## src/rtl/rxq_pkg.sv

```systemverilog
package rxq_pkg;
   localparam int TAG_W  = 3;
   localparam int STAT_W = TAG_W + 1;
   localparam int FRM_BIT = 0;
   localparam int PAR_BIT = 1;
   localparam int BRK_BIT = 2;
   localparam int OVR_BIT = 3;

   typedef struct packed {
      logic brk;
      logic par;
      logic frm;
   } err_tag_t;
endpackage

```

## src/rtl/rxq_store.sv

```systemverilog
module rxq_store #(
   parameter int ENTRY_W = 11,
   parameter int DEPTH   = 16,
   localparam int AW = (DEPTH > 1) ? $clog2(DEPTH) : 1,
   localparam int CW = $clog2(DEPTH + 1)
) (
   input  logic               clk,
   input  logic               rst_n,
   input  logic               push_i,
   input  logic               pop_i,
   input  logic [ENTRY_W-1:0] wdata_i,
   output logic [ENTRY_W-1:0] head_o,
   output logic [CW-1:0]      count_o,
   output logic               full_o,
   output logic               empty_o,
   output logic               popped_o,
   output logic               overrun_o
);
   logic [ENTRY_W-1:0] slot_q [DEPTH];
   logic [AW-1:0] wr_ptr_q, rd_ptr_q, wr_ptr_inc, rd_ptr_inc;
   logic [CW-1:0] count_q;
   logic pop_ok, push_ok;

   assign empty_o   = (count_q == '0);
   assign full_o    = (count_q == CW'(DEPTH));
   assign pop_ok    = pop_i & ~empty_o;
   assign push_ok   = push_i & (~full_o | pop_ok);
   assign overrun_o = push_i & full_o & ~pop_ok;
   assign popped_o  = pop_ok;
   assign count_o   = count_q;
   assign head_o    = slot_q[rd_ptr_q];

   generate
      if ((DEPTH & (DEPTH - 1)) == 0) begin : g_pow2_wrap
         assign wr_ptr_inc = wr_ptr_q + AW'(1);
         assign rd_ptr_inc = rd_ptr_q + AW'(1);
      end else begin : g_cmp_wrap
         assign wr_ptr_inc = (wr_ptr_q == AW'(DEPTH - 1)) ? '0 : wr_ptr_q + AW'(1);
         assign rd_ptr_inc = (rd_ptr_q == AW'(DEPTH - 1)) ? '0 : rd_ptr_q + AW'(1);
      end
   endgenerate

   generate
      for (genvar i = 0; i < DEPTH; i++) begin : g_slot
         always_ff @(posedge clk or negedge rst_n) begin
            if (!rst_n)
               slot_q[i] <= '0;
            else if (push_ok && (wr_ptr_q == AW'(i)))
               slot_q[i] <= wdata_i;
         end
      end
   endgenerate

   always_ff @(posedge clk or negedge rst_n) begin
      if (!rst_n) begin
         wr_ptr_q <= '0;
         rd_ptr_q <= '0;
         count_q  <= '0;
      end else begin
         if (push_ok) wr_ptr_q <= wr_ptr_inc;
         if (pop_ok)  rd_ptr_q <= rd_ptr_inc;
         case ({push_ok, pop_ok})
            2'b10:   count_q <= count_q + CW'(1);
            2'b01:   count_q <= count_q - CW'(1);
            default: count_q <= count_q;
         endcase
      end
   end
endmodule

```

## src/rtl/rxq_err_track.sv

```systemverilog
module rxq_err_track
   import rxq_pkg::*;
(
   input  logic              clk,
   input  logic              rst_n,
   input  logic              empty_i,
   input  logic [TAG_W-1:0]  head_tag_i,
   input  logic              popped_i,
   input  logic              stat_rd_i,
   input  logic              overrun_i,
   output logic [STAT_W-1:0] stat_o,
   output logic              irq_o
);
   logic             held_q, data_done_q, stat_done_q, ovr_q;
   logic [TAG_W-1:0] tag_q;
   logic             capture, live;
   logic [TAG_W-1:0] live_tag;
   logic             data_done_n, stat_done_n;

   // A tagged head becomes pending in the same cycle it reaches the read side
   assign capture  = ~held_q & ~empty_i & (|head_tag_i);
   assign live     = held_q | capture;
   assign live_tag = held_q ? tag_q : (capture ? head_tag_i : '0);

   always_comb begin
      data_done_n = held_q ? (data_done_q | popped_i) : popped_i;
      stat_done_n = held_q ? (stat_done_q | stat_rd_i) : stat_rd_i;
   end

   assign stat_o = {ovr_q, live_tag};
   assign irq_o  = live | ovr_q;

   always_ff @(posedge clk or negedge rst_n) begin
      if (!rst_n) begin
         held_q      <= 1'b0;
         tag_q       <= '0;
         data_done_q <= 1'b0;
         stat_done_q <= 1'b0;
         ovr_q       <= 1'b0;
      end else begin
         ovr_q <= (ovr_q & ~stat_rd_i) | overrun_i;
         if (live && data_done_n && stat_done_n) begin
            held_q      <= 1'b0;
            tag_q       <= '0;
            data_done_q <= 1'b0;
            stat_done_q <= 1'b0;
         end else if (live) begin
            held_q      <= 1'b1;
            tag_q       <= live_tag;
            data_done_q <= data_done_n;
            stat_done_q <= stat_done_n;
         end
      end
   end
endmodule

```

## src/rtl/rx_err_fifo.sv

```systemverilog
module rx_err_fifo
   import rxq_pkg::*;
#(
   parameter int DATA_W = 8,
   parameter int DEPTH  = 16,
   localparam int AW = (DEPTH > 1) ? $clog2(DEPTH) : 1,
   localparam int CW = $clog2(DEPTH + 1),
   localparam int ENTRY_W = DATA_W + TAG_W
) (
   input  logic              clk,
   input  logic              rst_n,
   input  logic              wr_valid_i,
   input  logic [DATA_W-1:0] wr_data_i,
   input  logic              wr_frame_err_i,
   input  logic              wr_parity_err_i,
   input  logic              wr_break_i,
   input  logic              rd_pop_i,
   output logic [DATA_W-1:0] rd_data_o,
   input  logic              stat_rd_i,
   output logic [STAT_W-1:0] stat_o,
   output logic              err_irq_o,
   output logic [AW-1:0]     level_o,
   output logic              full_o
);
   generate
      if (DATA_W < 1) begin : g_bad_width
         $error("rx_err_fifo: DATA_W must be at least 1");
      end
      if (DEPTH < 2) begin : g_bad_depth
         $error("rx_err_fifo: DEPTH must be at least 2");
      end
   endgenerate

   err_tag_t           in_tag;
   logic [ENTRY_W-1:0] wr_entry, head_entry;
   logic [CW-1:0]      count;
   logic               empty, popped, overrun;

   assign in_tag   = '{brk: wr_break_i, par: wr_parity_err_i, frm: wr_frame_err_i};
   assign wr_entry = {in_tag, wr_data_i};

   rxq_store #(.ENTRY_W(ENTRY_W), .DEPTH(DEPTH)) u_store (
      .clk       (clk),
      .rst_n     (rst_n),
      .push_i    (wr_valid_i),
      .pop_i     (rd_pop_i),
      .wdata_i   (wr_entry),
      .head_o    (head_entry),
      .count_o   (count),
      .full_o    (full_o),
      .empty_o   (empty),
      .popped_o  (popped),
      .overrun_o (overrun)
   );

   rxq_err_track u_track (
      .clk        (clk),
      .rst_n      (rst_n),
      .empty_i    (empty),
      .head_tag_i (head_entry[ENTRY_W-1:DATA_W]),
      .popped_i   (popped),
      .stat_rd_i  (stat_rd_i),
      .overrun_i  (overrun),
      .stat_o     (stat_o),
      .irq_o      (err_irq_o)
   );

   assign rd_data_o = empty ? '0 : head_entry[DATA_W-1:0];
   assign level_o   = count[AW-1:0];
endmodule

```

## config.mk

```make
export PLATFORM = sky130hd
export DESIGN_NAME = rx_err_fifo
export DESIGN_NICKNAME = d
export VERILOG_FILES = /design/src/rtl/rxq_pkg.sv /design/src/rtl/rxq_store.sv /design/src/rtl/rxq_err_track.sv /design/src/rtl/rx_err_fifo.sv
export SDC_FILE = /design/constraint.sdc
export NUM_CORES = 1
export LEC_CHECK = 0
export BUFFER_PORTS_ARGS = -buffer_cell sky130_fd_sc_hd__buf_4
export CAP_MARGIN = 20
export CORE_ASPECT_RATIO = 0.9
export CORE_MARGIN = 2
export CORE_UTILIZATION = 25
export DETAILED_ROUTE_END_ITERATION = 10
export HOLD_SLACK_MARGIN = 0.03
export SYNTH_ARGS = -nofsm -noshare
export SYNTH_HDL_FRONTEND = slang
export SYNTH_SLANG_ARGS = --single-unit
```

## constraint.sdc

```tcl
create_clock -name clk -period 3.6 [get_ports clk]
set_input_delay 0.18 -clock clk [delete_from_list [all_inputs] [get_ports clk]]
set_output_delay 0.18 -clock clk [all_outputs]
set_load 0.005 [all_outputs]
```

==> results.json <==
{
  "period_share": 0.909,
  "grt-busiest-layer": "met2",
  "ys.flop_type": "dfrtp_1",
  "crit_path_frequent_cell": "mux4_2",
  "synthesis.nets": 654,
  "track_usage": 0.114,
  "grt.overflow.total": 0,
  "hold_path.class": "in -> reg",
  "num_rows": 66,
  "syn_to_final_growth_pct": 16.0,
  "grt_pass1_wl_um": 33500,
  "htreeDepth": 4,
  "avgRoutedWirePerCell_um": 18.3,
  "worst-path-max-fanout": 26,
  "drt_pass1_iterations": 5,
  "slowest_delay_ns": 0.99,
  "syn_inst": 632,
  "yosysSeqAreaShare": 0.531,
  "core_area_um2": 36300,
  "async_reset_ff_frac": 1.00,
  "max_freq_mhz": 306,
  "cts_root_buf": "clkbuf_16",
  "grt_setup_unrepaired": "false",
  "hpwl_um": 13500,
  "cts_sinks": 196,
  "place_congestion": 0.749,
  "nNetsFinal": 683,
  "postCtsSetupBuffers": 0,
  "power.density_nw_per_um2": 915,
  "cts_made_buffers": 17,
  "pre_cts_slack_ns": 0.710,
  "die-height_um": 186,
  "setup_viol": 0,
  "netlist_area_um2": 9240,
  "via_count": 5211,
  "die_area_um2": 38500,
  "wl_um": 21000,
  "start_util": 0.255,
  "grt_util_met1": 0.158,
  "netlist_top_cells_area": "dfrtp_1, mux2_2, mux4_2",
  "crit_chain": "buf_12 -> mux4_2 -> mux4_2 -> and2b_1 -> buf_4",
  "critPathKind": "reg -> out",
  "report.final.slew_viol_count": 0,
  "cp.required_ns": 3.42,
  "ir_worst_vdd_v": 0.000333,
  "power_leakage_nw": 4.55,
  "ys_seq_elements": 196,
  "finalHoldViolations": 0,
  "slowest_stage": "dfrtp_2",
  "path_clk_slew_ns": 0.08,
  "grt_pass1_vias": 5435,
  "synth_edf_count": 0,
  "yosysTopAreaCellShare": 0.531,
  "die_w_um": 207,
  "fin_ws_ns": 0.329,
  "cp.arrival_ns": 3.09,
  "status": "finished clean",
  "pin_count": 34,
  "drv_cap": 0,
  "fin_cells": 1150,
  "cts_tree": "yes",
  "avgSynthCellArea_um2": 14.6,
  "synth_cell_types": 46,
  "yosysWarnings": 0,
  "fin_crit_ns": 3.27,
  "grt_max_degree": 123,
  "dp_cells": 1116,
  "io_buffer_count": 33,
  "via_per_inst": 4.53,
  "drc": 0,
  "cts_resized": 0,
  "yosysTopAreaCell": "dfrtp_1",
  "clockBufferDepth": 2,
  "drive_gt1_frac": 0.484,
  "path_delay_family": "multiplexers",
  "grt_use_met3": 0.0196,
  "insertion_delay_ns": 0.44,
  "antenna_found_initial": 0,
  "grt_util_met2": 0.184,
  "skew_ns": 0.00931,
  "ant_nets": 0,
  "p_total_mw": 9.81,
  "start_kind": "flip-flop",
  "worst_slew_pin_slew_ns": 0.939,
  "critPathBufInv": 2,
  "ctsHoldBuffers": 1,
  "fin_tns_setup_ns": 0,
  "antennaDiodeCount": 0,
  "first_iter_violations": 348,
  "whs_ns": 0.0571,
  "slew_headroom": 0.374,
  "end_kind": "primary output"
}
-- power breakdown --
group	leakage, nW	total [mW]	internal [mW]	switching (mW)
Clock	0.292	1.91	0.947	0.966
Sequential	2.42	4.02	3.25	0.763
Combinational	1.84	3.88	2.36	1.52
-- state kept, by name, summed over array words and instances (netlist names) --
| name | cells |
|---|---|
| u_store.slot_q | 176 |
| u_store.count_o | 5 |
| u_store.rd_ptr_q | 4 |
| u_store.wr_ptr_q | 4 |
| u_track.tag_q | 3 |
| u_track.data_done_q | 1 |
| u_track.held_q | 1 |
| u_track.ovr_q | 1 |
| u_track.stat_done_q | 1 |
-- layout by cell type, fill, tap and decap left out, types with 5 or more instances in the layout --
master	netlist	layout
dfrtp_1	196	194
buf_4	12	57
mux2_2	176	176
a22oi_1	8	8
inv_1	9	9
mux2i_1	24	24
nand2_1	16	16
and2b_1	5	5
clkbuf_16	0	17
mux4_2	40	40
nor2_1	18	18
ha_1	6	6
inv_8	0	5
nor2b_1	9	9
xnor2_1	9	9
nand3_1	10	10
-- layer usage --
metal,share of wire,vias up,wire (µm)
li1,-,2374,-
met1,0.47,2763,9920
met2,0.49,61,10200
met3,0.031,13,657
met4,0.012,0,243
met5,0,-,0
-- synthesized netlist by cell type (2+ instances only) --
library cell / count
a211o_1: 2
a22oi_1: 8
a32oi_1: 2
a41oi_1: 2
and2b_1: 5
and4_1: 2
buf_2: 26
buf_4: 12
clkbuf_1: 13
dfrtp_1: 196
ha_1: 6
inv_1: 9
mux2_2: 176
mux2i_1: 24
mux4_2: 40
nand2_1: 16
nand2b_1: 2
nand3_1: 10
nor2_1: 18
nor2b_1: 9
nor3_1: 8
nor4_1: 4
o21a_1: 3
o21ai_0: 4
o22a_2: 3
o22ai_1: 3
xnor2_1: 9
xor2_1: 2
-- final cells by class --
type	count	area (µm²)
clock inverter	15	180
multi-input combinational	374	4040
timing repair buffer	63	539
clock buffer	17	425
fill	3561	25500
inverter	9	33.8
tap	476	596
sequential	196	4910
-- metrics by stage --
stage	cell area [µm²]	util
after floorplan	9240	-
after global placement	10100	0.278
after detailed placement	10100	0.278
after CTS	10700	0.295
after global routing	10700	0.296
final	10700	0.296
-- kinds of logic (layout without fill, tap and decap cells) --
family / Yosys count / after routing / synth area share
multiplexers: 241 / 241 / 0.339
flip-flops: 196 / 196 / 0.531
AND/OR/NAND/NOR: 83 / 83 / 0.0487
buffers and inverters: 62 / 104 / 0.0345
AO/OA/AOI/OAI: 33 / 33 / 0.0283
XOR/XNOR: 11 / 11 / 0.0104
adder cells (fa/ha/maj): 6 / 6 / 0.00812
-- worst paths after layout --
| path | from | to | slack, ns | cells past startpoint |
|---|---|---|---|---|
| worst max-delay path | u_store.rd_ptr_q[0] | rd_data_o[1] | 0.33 | 5 |
| worst min-delay path | wr_valid_i | u_track.ovr_q | 0.06 | 2 |
| worst max register to register | u_store.rd_ptr_q[0] | u_track.tag_q[0] | 0.98 | 7 |
| worst min register to register | u_store.slot_q[14] | u_store.slot_q[14] | 0.51 | 1 |
| max in group asynchronous | rst_n | u_store.slot_q[59] | 2.45 | 4 |
| min in group asynchronous | rst_n | u_store.count_o[0] | 0.14 | 2 |
(Power assumes the default switching activity.)
